$ cat src/rtl/nic_pkg.sv
package nic_pkg;
  localparam int NPAIR     = 2;
  localparam int MASK_BIT  = 0;
  localparam int CAS_BIT   = 1;
endpackage

$ cat src/rtl/nic_sync.sv
module nic_sync #(
  parameter int W = 8
) (
  input  logic         clk,
  input  logic         rst,
  input  logic [W-1:0] d_i,
  output logic [W-1:0] q_o
);
  logic [W-1:0] stage1;

  always_ff @(posedge clk) begin
    if (rst) begin
      stage1 <= '0;
      q_o    <= '0;
    end else begin
      stage1 <= d_i;
      q_o    <= stage1;
    end
  end
endmodule

$ cat src/rtl/nic_prio.sv
module nic_prio #(
  parameter int N  = 7,
  localparam int IW = (N > 1) ? $clog2(N) : 1
) (
  input  logic [N-1:0]  vec_i,
  output logic          any_o,
  output logic [IW-1:0] idx_o
);
  always_comb begin
    any_o = 1'b0;
    idx_o = '0;
    for (int k = N - 1; k >= 0; k--) begin
      if (vec_i[k]) begin
        any_o = 1'b1;
        idx_o = IW'(k);
      end
    end
  end
endmodule

$ cat src/rtl/nic_regs.sv
module nic_regs
  import nic_pkg::*;
#(
  parameter int NSRC = 7,
  parameter int AW   = 4,
  parameter int DW   = 8
) (
  input  logic            clk,
  input  logic            rst,
  input  logic            wr_en_i,
  input  logic            rd_en_i,
  input  logic [AW-1:0]   addr_i,
  input  logic [1:0]      wbits_i,
  input  logic [NSRC-1:0] is_i,
  output logic [NSRC-1:0] mask_o,
  output logic [NPAIR-1:0] cas_o,
  output logic [DW-1:0]   rdata_o
);
  localparam logic [AW-1:0] IS_ADDR = AW'(NSRC + 1);

  logic [NSRC-1:0] cas_ext;
  logic [DW-1:0]   rd_mux;

  for (genvar k = 0; k < NSRC; k++) begin : g_mask
    always_ff @(posedge clk) begin
      if (rst)                               mask_o[k] <= 1'b1;
      else if (wr_en_i && addr_i == AW'(k))  mask_o[k] <= wbits_i[MASK_BIT];
    end
  end

  for (genvar p = 0; p < NPAIR; p++) begin : g_cas
    always_ff @(posedge clk) begin
      if (rst)                               cas_o[p] <= 1'b0;
      else if (wr_en_i && addr_i == AW'(p))  cas_o[p] <= wbits_i[CAS_BIT];
    end
  end

  assign cas_ext = NSRC'(cas_o);

  always_comb begin
    rd_mux = '0;
    for (int k = 0; k < NSRC; k++) begin
      if (addr_i == AW'(k)) rd_mux = DW'({cas_ext[k], mask_o[k]});
    end
    if (addr_i == IS_ADDR) rd_mux = DW'(is_i);
  end

  always_ff @(posedge clk) begin
    if (rst)          rdata_o <= '0;
    else if (rd_en_i) rdata_o <= rd_mux;
  end
endmodule

$ cat src/rtl/nested_irq_ctrl.sv
module nested_irq_ctrl
  import nic_pkg::*;
#(
  parameter int NSRC     = 7,
  parameter int TW       = 8,
  parameter int AW       = 4,
  parameter int BASE_VEC = 8,
  parameter int NMI_VEC  = 2
) (
  input  logic            clk,
  input  logic            rst,
  input  logic            nmi_i,
  input  logic [NSRC-1:0] irq_i,
  input  logic            ack_i,
  input  logic [TW-1:0]   ext_type_i,
  input  logic            wr_en_i,
  input  logic            rd_en_i,
  input  logic [AW-1:0]   addr_i,
  input  logic [TW-1:0]   wdata_i,
  output logic [TW-1:0]   rdata_o,
  output logic            irq_o,
  output logic            vec_valid_o,
  output logic [TW-1:0]   vec_o,
  output logic [NPAIR-1:0] inta_o
);
  localparam int IW = $clog2(NSRC);
  localparam logic [AW-1:0] EOI_ADDR = AW'(NSRC);

  logic [NSRC:0]      sync_all;
  logic [NSRC-1:0]    req_s, mask, blocked, req_eff;
  logic               nmi_s;
  logic [NPAIR-1:0]   cas;
  logic [NSRC-1:0]    is_q, is_nxt, eoi_clr, ack_set;
  logic [TW-1:0]      eoi_off;
  logic               eoi_hit;
  logic [IW-1:0]      eoi_idx;
  logic               ack_take, win_cas;
  logic               r_any, s_any, irq_d;
  logic [IW-1:0]      r_idx, s_idx;
  logic [IW-1:0]      win_idx_q;
  logic               win_nmi_q;

  nic_sync #(.W(NSRC + 1)) u_sync (
    .clk (clk), .rst (rst), .d_i ({nmi_i, irq_i}), .q_o (sync_all)
  );
  assign req_s = sync_all[NSRC-1:0];
  assign nmi_s = sync_all[NSRC];

  nic_regs #(.NSRC(NSRC), .AW(AW), .DW(TW)) u_regs (
    .clk (clk), .rst (rst), .wr_en_i (wr_en_i), .rd_en_i (rd_en_i),
    .addr_i (addr_i), .wbits_i (wdata_i[1:0]), .is_i (is_q),
    .mask_o (mask), .cas_o (cas), .rdata_o (rdata_o)
  );

  // Cascade pair p turns line p+2 into an acknowledge pin
  always_comb begin
    blocked = '0;
    for (int p = 0; p < NPAIR; p++) blocked[p + NPAIR] = cas[p];
  end
  assign req_eff = req_s & ~mask & ~blocked;

  assign eoi_off = wdata_i - TW'(BASE_VEC);
  assign eoi_hit = wr_en_i && (addr_i == EOI_ADDR) && (eoi_off < TW'(NSRC));
  assign eoi_idx = IW'(eoi_off);
  assign eoi_clr = eoi_hit ? (NSRC'(1) << eoi_idx) : '0;

  assign ack_take = ack_i && irq_o;
  assign ack_set  = (ack_take && !win_nmi_q) ? (NSRC'(1) << win_idx_q) : '0;
  assign is_nxt   = (is_q & ~eoi_clr) | ack_set;

  nic_prio #(.N(NSRC)) u_req_prio (.vec_i (req_eff), .any_o (r_any), .idx_o (r_idx));
  nic_prio #(.N(NSRC)) u_is_prio  (.vec_i (is_nxt),  .any_o (s_any), .idx_o (s_idx));

  assign irq_d   = nmi_s || (r_any && (!s_any || r_idx < s_idx));
  assign win_cas = (win_idx_q < IW'(NPAIR)) && cas[win_idx_q[0]];

  always_ff @(posedge clk) begin
    if (rst) begin
      is_q        <= '0;
      irq_o       <= 1'b0;
      win_idx_q   <= '0;
      win_nmi_q   <= 1'b0;
      vec_valid_o <= 1'b0;
      vec_o       <= '0;
      inta_o      <= '0;
    end else begin
      is_q        <= is_nxt;
      irq_o       <= irq_d;
      win_idx_q   <= r_idx;
      win_nmi_q   <= nmi_s;
      vec_valid_o <= ack_take;
      inta_o      <= '0;
      if (ack_take) begin
        if (win_nmi_q) begin
          vec_o <= TW'(NMI_VEC);
        end else if (win_cas) begin
          vec_o  <= ext_type_i;
          inta_o <= NPAIR'(1) << win_idx_q[0];
        end else begin
          vec_o <= TW'(BASE_VEC) + TW'(win_idx_q);
        end
      end
    end
  end

  a_r3_nmi_raises: assert property (@(posedge clk) disable iff (rst)
    nmi_s |=> irq_o);
  a_r4_winner_not_in_service: assert property (@(posedge clk) disable iff (rst)
    (irq_o && !win_nmi_q) |-> !is_q[win_idx_q]);
  a_r5_vec_from_ack: assert property (@(posedge clk) disable iff (rst)
    vec_valid_o |-> $past(ack_i && irq_o));
  a_r5_is_set: assert property (@(posedge clk) disable iff (rst)
    (ack_take && !win_nmi_q) |=> is_q[$past(win_idx_q)]);
  a_r7_eoi_clears: assert property (@(posedge clk) disable iff (rst)
    (eoi_hit && !ack_set[eoi_idx]) |=> !is_q[$past(eoi_idx)]);
  a_r8_inta_onehot: assert property (@(posedge clk) disable iff (rst)
    $onehot0(inta_o));
  a_r8_inta_with_vec: assert property (@(posedge clk) disable iff (rst)
    (|inta_o) |-> vec_valid_o);
endmodule

$ cat config.mk
export PLATFORM = sky130hd
export DESIGN_NAME = nested_irq_ctrl
export DESIGN_NICKNAME = d
export VERILOG_FILES = /design/src/rtl/nic_pkg.sv /design/src/rtl/nic_sync.sv /design/src/rtl/nic_prio.sv /design/src/rtl/nic_regs.sv /design/src/rtl/nested_irq_ctrl.sv
export SDC_FILE = /design/constraint.sdc
export NUM_CORES = 1
export LEC_CHECK = 0
export CAP_MARGIN = 10
export CELL_PAD_IN_SITES_DETAIL_PLACEMENT = 0
export CELL_PAD_IN_SITES_GLOBAL_PLACEMENT = 1
export CORE_MARGIN = 5
export CORE_UTILIZATION = 51
export DETAILED_ROUTE_END_ITERATION = 8
export DONT_BUFFER_PORTS = 1
export MAX_ROUTING_LAYER = met4
export PLACE_DENSITY_LB_ADDON = 0.15
export SETUP_SLACK_MARGIN = 0.02
export SYNTH_ARGS = -nofsm -noshare
export SYNTH_HDL_FRONTEND = slang
export SYNTH_HIERARCHICAL = 1
export SYNTH_SLANG_ARGS = --single-unit
$ cat constraint.sdc
create_clock -name clk -period 4.9 [get_ports clk]
set_clock_uncertainty 0.1 [all_clocks]
set_input_delay 0.98 -clock clk [delete_from_list [all_inputs] [get_ports clk]]
set_output_delay 0.98 -clock clk [all_outputs]
set_load 0.1 [all_outputs]
==> metrics.md, run 1 <==
| Metric | Value |
|---|---|
| Status | finished clean |
| Most common cell in the netlist | dfxtp_1 |
| # rows | 25 |
| Largest net degree at the start of global routing | between 50 and 60 |
| Buf/Inv on CP | 2 |
| Total CTS buffers | 5 |
| Syn-to-layout area delta | 6.07% |
| Pwr Total | 0.000852 W |
| Layout cell share with drive strength beyond 1 | between 10 and 15% |
| Post-CTS Setup Bufs | 0 |
| Post-CTS Hold Buffers | 0 |
| Distinct cells, synth | 51 |
| Relative slew slack | about 30% |
| Cell Area, Synth | ~0.0026 mm^2 |
| Vias | 1,846 |
| Core ar. | approximately 0.0048 mm^2 |
| Critical path fanouts, max | 3 |
| Met2 WL | around 2.1 mm |
| Period utilization | 66.4% |
| Synth Area in XOR/XNOR | less than 1% |
| Warnings, synthesis | 6 |
| Vias in the first global route | roughly 1,700 |
| #FFs+latches synth | 55 |
| EDFF count, synth | 0 |
| Drt via density | ~5.5 |
| Startpoint Class | primary input |
| Max-Cap Viols | 0 |
| Clock slew at reported path FFs | around 0.09 ns |
| Post-DP Area | approximately 0.0026 mm^2 |
| Static Leakage | ~1.0 nW |
| Slew Viols, Final | 0 |
| Commonest cells in the netlist | dfxtp_1 (55), nor2_1 (30), nor3_1 (20) |
| GPL Wtd Cong | roughly 0.86 |
| Synth area leaders | dfxtp_1 (43%), nor2_1 (4.4%), nor2b_1 (4.4%), mux2i_1 (4.3%), nor3_1 (3.9%) |
| Final Cell Area | 0.00271 mm^2 |
| Starting DRT DRC Count | 80 |
| ANT cells | 0 |
| CP Capture Type | flop |
| Simple-gate share of the synthesized area | between 30% and 40% |
| Worst-Skew Late Latency | around 0.30 ns |
| First-pass GRT wire length | between 8 and 9 mm |
| Yosys top cell area share | roughly 43% |
| Critical-path top delay cell | nor4_1 |
| Routed len/inst | approximately 14 um |
| Metal-1 WL | 2.36 mm |
| Crit-path leading delay family | simple AND/OR/NAND/NOR gates |
| Total negative slack | 0 ns |
| Syn Inst Count | ~270 |
| Post-cts resize count | 0 |
| Final Core Density | around 57% |
| Most used flip-flop cell after synthesis | dfxtp_1 |
| GRT Total Usage | between 10% and 20% |
| DR top layer | met4 |
| CP Class | in -> reg |
| Clk root buf | clkbuf_8 |
| Hold WC Path Type | reg -> reg |
| Synth area leader | dfxtp_1 |
| HPWL after DPL | 3.56 mm |
| CTS max path bufs | 2 |
| RSZ-0062 raised after global routing | no |
| Die H | 80.8 um |
| CP cell instances | inv_1 -> ha_1 -> xnor2_1 -> nand4_1 -> nor4_1 -> nor2_1 -> nor4_2 -> nor2b_1 -> inv_1 -> ha_1 -> a211oi_1 -> or3_1 |
| Io pins | 53 |
| # fillers | 474 |
| DRC | 0 |
| Slowest cell delay on critical path | 0.39 ns |
| Mapped Nets | about 300 |
| Pwr Density | around 310 mW/mm^2 |
| Largest family of logic cells by synthesized area | simple AND/OR/NAND/NOR gates |
| Critical Path RT | around 5 ns |
| Initial antenna violation count | 0 |
| Die width | between 80 and 90 um |
| Initial Util | a little over half |
| Crit path DAT | 3.34 ns |
| Final setup fails | 0 |
| DRT Pass-1 Iters | 4 |
| Post-Route WL | between 4 and 5 mm |
| Die ar. | about 0.0065 mm^2 |
| Syn Area/Cell | between 9 and 10 um^2 |
| Multiplexer share of the synthesized area | ~4.3% |
| Final #Nets | 306 |
| Peak Freq | between 0.3 and 0.4 GHz |
| GRT overflow | 0 |
| Final Hold Fails | 0 |
| Compound-Gate Fraction of Synth Area | between 10% and 20% |
| Register area share after synthesis | 43.1% |
| Metal3 WL | around 320 um |
| Number of port buffers | 0 |
| CTS Sinks | 55 |
| CTS tree | yes |
| Worst Tran Pin Value | around 1.0 ns |
| Worst vdd ir | roughly 170 uV |
| H-tree levels | 2 |
| Adder-cell share of the synthesized area | between 1 and 1.5% |
| Fin crit period | ~3.3 ns |
| Antenna viol nets, final | 0 |
| Async SR Flop Fraction | 0% |
==> through the flow <==
stage / cells / worst slack (ns) / hold slack, ns
3_5_place_dp: 330 / 1.35 / 0.321
2_1_floorplan: 273 / 1.54 / 0.314
6_report: 338 / 1.65 / 0.344
3_3_place_gp: 330 / 1.41 / 0.318
4_1_cts: 338 / 1.66 / 0.348
5_1_grt: 338 / 1.42 / 0.359
==> cell usage in the layout, fill, tap and decap left out, drive strengths merged, types with 2 or more instances in the layout <==
cell | Yosys | final
dfxtp | 55 | 55
a211oi | 5 | 5
o21bai | 3 | 3
nand4 | 2 | 2
mux2i | 11 | 11
nand2 | 15 | 15
nand3 | 4 | 4
nand2b | 11 | 11
nor2b | 25 | 25
a221oi | 2 | 2
inv | 8 | 8
clkbuf | 3 | 6
nor2 | 31 | 31
a22oi | 5 | 5
and2 | 2 | 2
and2b | 6 | 6
nand4b | 2 | 2
nand3b | 3 | 3
nor4b | 4 | 4
a21o | 2 | 2
a211o | 2 | 2
ha | 3 | 3
nor4 | 7 | 7
a22o | 3 | 3
and3 | 2 | 2
a21oi | 11 | 11
bufinv | 0 | 2
nor3 | 21 | 21
nor3b | 7 | 7
==> kinds of logic (layout without fill, tap and decap cells) <==
kind of cell	after synthesis	after routing
other cells	1	1
fa+ha+maj	3	3
flops	55	55
compound gates	37	37
xor+xnor	1	1
mux	11	11
buf+inv	20	18
simple gates	145	145
==> where the power goes <==
part	internal (W)	total [W]	switching (W)
combinational	0.0000206	0.0000407	0.0000201
sequential	0.000456	0.000468	0.0000121
clock	0.000204	0.000344	0.000139
==> metal layers <==
metal  global-route usage [%]  up-vias
li1                         -      950
met1                     22.5      851
met2                     23.8       40
met3                     3.88        5
met4                     5.57        0
met5                        -        -
==> sequential cells by signal, summed over array words and instances, names as in the netlist <==
signal          count
inta_o              2
irq_o               1
is_q                7
u_regs/cas_o        2
u_regs/mask_o       7
u_regs/rdata_o      7
u_sync/q_o          8
u_sync/stage1       8
vec_o               8
vec_valid_o         1
win_idx_q           3
win_nmi_q           1
==> cell type report <==
class	instances	area [um^2]	share of cell area, %
multi-input combinational	198	1350	49.9
sequential	55	1100	40.6
tap	67	83.8	3.09
clock buffer	6	72.6	2.68
clock inverter	2	60.1	2.22
inverter	9	33.8	1.25
timing repair buffer	1	7.51	0.277
==> path summary, 6_finish.rpt <==
| check | cells after the start | slack [ns] | end | start |
|---|---|---|---|---|
| setup / recovery | 12 | 1.65 | irq_o | wdata_i[3] |
| setup reg to reg | 11 | 2.06 | irq_o | irq_o |
| hold / removal | 1 | 0.34 | u_sync/q_o[3] | u_sync/stage1[3] |
| hold reg to reg | 1 | 0.34 | u_sync/q_o[3] | u_sync/stage1[3] |
==> worst reg2reg max path, stage by stage (launching register included) <==
cell and delay, ns:
dfxtp_1 0.31, buf_4 0.24, nand4b_1 0.25, nor2_1 0.11
nor4_1 0.35, nor2_1 0.15, nor4_2 0.33, nor2b_1 0.18
inv_1 0.05, ha_1 0.26, a211oi_1 0.06, or3_1 0.34
Note: power is estimated with default switching activity, not from simulation.
==> run 2: changes to the inputs <==
--- a/config.mk
+++ b/config.mk
@@ -5,11 +5,12 @@
 export SDC_FILE = /design/constraint.sdc
 export NUM_CORES = 1
 export LEC_CHECK = 0
+export ABC_AREA = 1
 export CAP_MARGIN = 10
 export CELL_PAD_IN_SITES_DETAIL_PLACEMENT = 0
 export CELL_PAD_IN_SITES_GLOBAL_PLACEMENT = 1
 export CORE_MARGIN = 5
-export CORE_UTILIZATION = 51
+export CORE_UTILIZATION = 40
 export DETAILED_ROUTE_END_ITERATION = 8
 export DONT_BUFFER_PORTS = 1
 export MAX_ROUTING_LAYER = met4
==> constraint.sdc (replaced) <==
create_clock -name clk -period 2.87 [get_ports clk]
set_clock_uncertainty 0.1 [all_clocks]
set_input_delay 0.574 -clock clk [delete_from_list [all_inputs] [get_ports clk]]
set_output_delay 0.574 -clock clk [all_outputs]
set_load 0.1 [all_outputs]
==> metrics.md, run 2 <==
| Metric | Value |
|---|---|
| Post-Route WL | 5.42 mm (+11%) |
| Logic pwr share | 7.7% (+2.9 points) |
| Final setup fails | 0 (unchanged) |
| Total CTS buffers | 5 (unchanged) |
| Startpoint Class | primary input |
| Critical Path End | irq_o |
| Post-DP Area | 0.00265 mm^2 (+3.0%) |
| Fin crit period | approximately 2.4 ns |
| Syn-to-layout area delta | 5.77% |
| Io pins | 53 (unchanged) |
| Period utilization | a little under nine tenths |
| Leading cell type in the layout, fill and taps excluded | nand2_1 |
| DRT Pass-1 Iters | 4 (unchanged) |
| Sequential cell area | 0.00110 mm^2 (unchanged) |
| Clk network pwr share | 32.9% (-7.4 points) |
| Peak Freq | around 0.41 GHz |
| Relative slew slack | 34.7% (+4.5 points) |
| Pwr Density | 501 mW/mm^2 (+59%) |
| Die H | 90.7 um (+12%) |
| Status | finished clean |
| Syn Area/Cell | 7.05 um^2 (-25%) |
| Initial antenna violation count | 0 (unchanged) |
| RSZ-0062 raised after global routing | no |
| Die width | 90.7 um (+12%) |
| Switching share of power | 26.6% (+6.4 points) |
| Place WS | 0.0905 ns (-1.26 ns) |
| Final Hold Fails | 0 (unchanged) |
| Internal cell power | 0.00101 W (+49%) |
| CP Capture Type | flop |
| Max-Cap Viols | 0 (unchanged) |
| Clk root buf | clkbuf_8 |
| Switching power | 0.000366 W (+110%) |
| EDFF count, synth | 0 (unchanged) |
| CTS Sinks | 55 (unchanged) |
| Warnings, synthesis | 6 (unchanged) |
| Post-CTS Hold Buffers | 0 (unchanged) |
| #FFs+latches synth | 55 (unchanged) |
| Initial Util | 41.0% (-12 points) |
| Critical path fanouts, max | 7 (+4) |
| Seq pwr share | 59.4% (+4.5 points) |
| Starting DRT DRC Count | 112 (+40%) |
| GRT Total Usage | 14.3% (-2.2 points) |
| First-pass GRT wire length | 9.45 mm (+14%) |
| Largest regs | u_sync/q_o: 8 flops, u_sync/stage1: 8 flops, vec_o: 8 flops |
| Largest net degree at the start of global routing | 37 (-30%) |
| Final setup margin | 0.426 ns (-1.22 ns) |
| Cell Area, Synth | 0.00260 mm^2 (+1.9%) |
| Post-cts resize count | 0 (unchanged) |
| Synth area leader | dfxtp_1 |
| Antenna viol nets, final | 0 (unchanged) |
| Syn Inst Count | 369 (+35%) |
| Mapped Nets | 405 (+31%) |
| R2r worst-path depth | 13 (+2) |
| ANT cells | 0 (unchanged) |
| Static Leakage | 1.19 nW (+18%) |
| # fillers | 673 (+42%) |
| H-tree levels | 2 (unchanged) |
| Final Cell Area | 0.00275 mm^2 (+1.6%) |
| Most used flip-flop cell after synthesis | dfxtp_1 |
| GPL Wtd Cong | 0.771 (-11%) |
| Most common cell in the netlist | nand2_1 |
| Critical Path Start | wdata_i[3] |
| Final #Nets | 407 (+33%) |
| Worst vdd ir | 256 uV (+48%) |
| Total negative slack | 0 ns (unchanged) |
| DRC | 0 (unchanged) |
| Post-CTS Setup Bufs | 0 (unchanged) |
| Async SR Flop Fraction | 0% (unchanged) |
| Vias in the first global route | 1,983 (+17%) |
| Commonest non-fill, non-tap cells in the layout | nand2_1 (73), inv_1 (66), dfxtp_1 (55) |
| Yosys top cell area share | 42.3% (-0.79 points) |
| Commonest cells in the netlist | nand2_1 (73), inv_1 (66), dfxtp_1 (55) |
| Synth area leaders | dfxtp_1 (42%), nand2_1 (11%), inv_1 (9.5%), nand3_1 (6.0%), nor2_1 (5.6%) |
| GRT overflow | 0 (unchanged) |
| Worst R2R Start | irq_o |
| Distinct cells, synth | 31 (-39%) |
| Area occupied by multi-input gates | 0.00115 mm^2 (-15%) |
| Worst Tran Pin Value | 0.978 ns (-0.0673 ns) |
| Die ar. | 0.00822 mm^2 (+26%) |
| Register area share after synthesis | 42.3% (-0.79 points) |
| Reg-to-Reg End | irq_o |
| Critical Path RT | 3.02 ns (-1.96 ns) |
| HPWL after DPL | 4.07 mm (+14%) |
| CP Class | in -> reg |
| # rows | 29 (+16%) |
| Slew Viols, Final | 0 (unchanged) |
| Drt via density | 4.68 (-14%) |
| CTS max path bufs | 2 (unchanged) |
| Hold_ws | 0.218 ns (-0.126 ns) |
| Layout cell share with drive strength beyond 1 | 11.3% (-1.6 points) |
| Routed len/inst | 12.1 um (-16%) |
| Clock slew at reported path FFs | 0.10 ns (about the same) |
| CTS tree | yes |
| Vias | 2,100 (+14%) |
| Final Core Density | 43.3% (-13 points) |
| Hold WC Path Type | in -> reg |
| Core ar. | 0.00635 mm^2 (+33%) |
| R2r setup slk | 0.67 ns (-1.39 ns) |
| Worst-Skew Late Latency | 0.31 ns (about the same) |
| Crit path DAT | 2.59 ns (-0.75 ns) |
| Number of port buffers | 0 (unchanged) |
-- run 2: cells by family after synthesis --
| family | synth area share, % |
|---|---|
| adders and majority gates | 1.44 |
| AOI/OAI and AO/OA | 9.47 |
| DFF | 42.3 |
| and+or+nand+nor | 33.2 |
| buffers and inverters | 13.5 |
| other | 0.144 |
-- run 2: worst min path at each step --
stage               cells past startpoint  slack (ns)             start           endpoint
floorplan                               2        0.29  u_sync/stage1[0]      u_sync/q_o[0]
CTS                                     1        0.20               rst  u_regs/rdata_o[0]
finish                                  1        0.22               rst  u_regs/rdata_o[0]
global placement                        2        0.29  u_sync/stage1[7]      u_sync/q_o[7]
global route                            1        0.20               rst  u_regs/rdata_o[0]
detailed placement                      2        0.29  u_sync/stage1[0]      u_sync/q_o[0]
-- run 2: power by group through the flow --
stage	sequential, W	clock, W	combinational, W
after floorplan	0.000857	0	0.0000814
after global placement	0.000836	0	0.000106
after detailed placement	0.000836	0	0.000106
after CTS	0.000819	0.000478	0.000106
after global routing	0.000821	0.000506	0.000119
final	0.000818	0.000454	0.000106
-- run 2: final cells by class --
type | instances | share of cell area (%)
Tap cell | 77 | 3.50
Clock buffer | 6 | 3.00
Timing Repair Buffer | 5 | 1.36
Multi-Input combinational cell | 233 | 41.8
Sequential cell | 55 | 40.0
Inverter | 71 | 9.73
Clock inverter | 2 | 0.591
-- run 2: stage by stage --
stage                     power, W  instances
after detailed placement  0.000942        441
after global placement    0.000942        441
final                      0.00138        449
after global routing       0.00145        449
after CTS                  0.00140        449
after floorplan           0.000938        369
-- run 2: critical path, stage by stage --
cell     delay, ns
inv_1         0.02
ha_1          0.26
nand2_1       0.04
inv_1         0.04
nand3_1       0.07
nor2_2        0.22
nand3_1       0.10
nand2_1       0.10
nand2_1       0.11
nor2_4        0.13
nand3_1       0.07
nor2_1        0.11
inv_1         0.05
ha_1          0.28
a21oi_1       0.15
nand2_1       0.06
nand2_1       0.05
nand2_1       0.05
a21oi_1       0.11
-- run 2: routing by layer --
metal | up-vias | track usage, % | part of all wire, %
met5 | - | - | 0
met4 | 0 | 4.84 | 1.4
met3 | 8 | 4.00 | 5.8
met2 | 44 | 20.2 | 41
met1 | 894 | 19.4 | 52
li1 | 1154 | - | -
==> run 3: changes to the inputs <==
--- a/config.mk
+++ b/config.mk
@@ -7,10 +7,8 @@
 export LEC_CHECK = 0
 export ABC_AREA = 1
 export CAP_MARGIN = 10
-export CELL_PAD_IN_SITES_DETAIL_PLACEMENT = 0
-export CELL_PAD_IN_SITES_GLOBAL_PLACEMENT = 1
 export CORE_MARGIN = 5
-export CORE_UTILIZATION = 40
+export CORE_UTILIZATION = 56
 export DETAILED_ROUTE_END_ITERATION = 8
 export DONT_BUFFER_PORTS = 1
 export MAX_ROUTING_LAYER = met4
==> metrics.md, run 3 (same netlist as run 2, synthesis figures left out) <==
| Metric | Value |
|---|---|
| CTS max path bufs | 2 (unchanged) |
| Final Non-Filler Cells | 423 (-5.8%) |
| Post-DP Area | 0.00262 mm^2 (-1.5%) |
| Worst vdd ir | 296 uV (+16%) |
| Crit path DAT | 2.64 ns (+0.05 ns) |
| Final Cell Area | 0.00272 mm^2 (-1.2%) |
| Vias in the first global route | 1,961 (-1.1%) |
| Post-CTS Setup Bufs | 0 (unchanged) |
| # fillers | 416 (-38%) |
| Largest regs | u_sync/q_o: 8 flops, u_sync/stage1: 8 flops, vec_o: 8 flops |
| Fin crit period | 2.50 ns (+0.0547 ns) |
| GRT overflow | 0 (unchanged) |
| Worst Tran Pin Value | 0.982 ns (+0.00445 ns) |
| Period utilization | 87.1% (+1.9 points) |
| CP cell instances | inv_1 -> ha_1 -> nand2_1 -> inv_1 -> nand3_1 -> nor2_2 -> nand3_1 -> nand2_1 -> nand2_1 -> nor2_4 -> nand3_1 -> nor2_1 -> inv_1 -> ha_1 -> a21oi_1 -> nand2_1 -> nand2_1 -> nand2_1 -> a21oi_1 |
| H-tree levels | 2 (unchanged) |
| HPWL after DPL | 3.75 mm (-7.8%) |
| Peak Freq | 0.400 GHz (-2.2%) |
| DRT Pass-1 Iters | 4 (unchanged) |
| Pwr Density | 509 mW/mm^2 (+1.6%) |
| Critical Path RT | 3.01 ns (about the same) |
| Layout cell share with drive strength beyond 1 | 11.1% (-0.24 points) |
| Static Leakage | 1.18 nW (-0.19%) |
| Slew Viols, Final | 0 (unchanged) |
| GRT Total Usage | 17.3% (+3.1 points) |
| Die width | 78.2 um (-14%) |
| Pwr Total | 0.00138 W (+0.37%) |
| Critical Path Most Common Cell | nand2_1 |
| Final Hold Fails | 0 (unchanged) |
| Critical-path top delay cell | ha_1 |
| Total CTS buffers | 5 (unchanged) |
| Clock slew at reported path FFs | 0.09 ns (about the same) |
| Die H | 78.2 um (-14%) |
| CP Class | in -> reg |
| Core ar. | 0.00444 mm^2 (-30%) |
| Number of port buffers | 0 (unchanged) |
| Critical path fanouts, max | 7 (unchanged) |
| GPL Wtd Cong | 0.862 (+12%) |
| Worst-Skew Late Latency | 0.30 ns (about the same) |
| Routed len/inst | 11.8 um (-2.3%) |
| Syn-to-layout area delta | 4.47% |
| Antenna viol nets, final | 0 (unchanged) |
| Max-Cap Viols | 0 (unchanged) |
| Post-cts resize count | 0 (unchanged) |
| CTS Sinks | 55 (unchanged) |
| Io pins | 53 (unchanged) |
| Final setup fails | 0 (unchanged) |
| Hold WC Path Type | in -> reg |
| CTS tree | yes |
| Largest net degree at the start of global routing | 37 (unchanged) |
| First-pass GRT wire length | 8.42 mm (-11%) |
| Vias | 2,141 (+2.0%) |
| Total negative slack | 0 ns (unchanged) |
| Initial antenna violation count | 0 (unchanged) |
| ANT cells | 0 (unchanged) |
| DRC | 0 (unchanged) |
| Post-CTS Hold Buffers | 0 (unchanged) |
| # rows | 24 (-17%) |
| CP Capture Type | flop |
| Post-Route WL | 4.99 mm (-8.0%) |
| Slowest cell delay on critical path | 0.28 ns (about the same) |
| Startpoint Class | primary input |
| Final #Nets | 406 (-0.25%) |
| Die ar. | 0.00611 mm^2 (-26%) |
| RSZ-0062 raised after global routing | no |
| Dpl cells | 415 (-5.9%) |
| Clk root buf | clkbuf_8 |
| Leading cell type in the layout, fill and taps excluded | nand2_1 |
| Drt via density | 5.06 (+8.2%) |
| Status | finished clean |
| Relative slew slack | 34.4% (-0.30 points) |
| Starting DRT DRC Count | 111 (-0.89%) |
| Commonest non-fill, non-tap cells in the layout | nand2_1 (73), inv_1 (66), dfxtp_1 (55) |
| Initial Util | 58.6% (+18 points) |
-- run 3: layout make-up --
class,instances,area (um^2),share of cell area (%)
clock buffers,7,96.3,3.54
clock inverters,1,7.51,0.276
inverters,71,268,9.85
multi-input cells,233,1150,42.3
flip-flops and latches,55,1100,40.5
well taps,52,65.1,2.39
repair buffers,4,30.0,1.10
-- run 3: path summary, 6_finish.rpt --
check / start / to / slack [ns] / cells after the start
worst max-delay path: wdata_i[3] / irq_o / 0.37 / 19
worst min-delay path: rst / u_regs/rdata_o[0] / 0.22 / 1
worst max register to register: irq_o / irq_o / 0.69 / 14
worst min register to register: u_sync/stage1[2] / u_sync/q_o[2] / 0.31 / 2
-- run 3: stage by stage --
| stage | worst slack (ns) | utilization, % | hold slack [ns] |
|---|---|---|---|
| floorplan | 0.175 | - | 0.288 |
| global placement | 0.157 | 58.8 | 0.289 |
| detailed placement | 0.0482 | 58.8 | 0.297 |
| CTS | 0.371 | 61.2 | 0.211 |
| global route | 0.181 | 61.2 | 0.202 |
| finish | 0.371 | 61.2 | 0.217 |
-- run 3: critical path, delay by kind of cell --
kind,cells,cell delay [ns]
buffers and inverters,3,0.11
AOI/OAI and AO/OA,2,0.25
adders and majority gates,2,0.54
and+or+nand+nor,12,1.13
-- run 3: report_power, final --
part           leakage, nW  switching, W   total, W  internal (W)
clock               0.0505      0.000241   0.000460      0.000220
combinational        0.686     0.0000697  0.0000995     0.0000299
sequential           0.449     0.0000393   0.000823      0.000784
total                 1.18      0.000350    0.00138       0.00103
-- run 3: routing by layer --
layer | vias up | track usage (%) | wire (um)
met3 | 4 | 4.35 | 351
met2 | 68 | 26.6 | 2180
met1 | 916 | 22.7 | 2400
met5 | - | - | 0
met4 | 0 | 4.90 | 46
li1 | 1153 | - | -
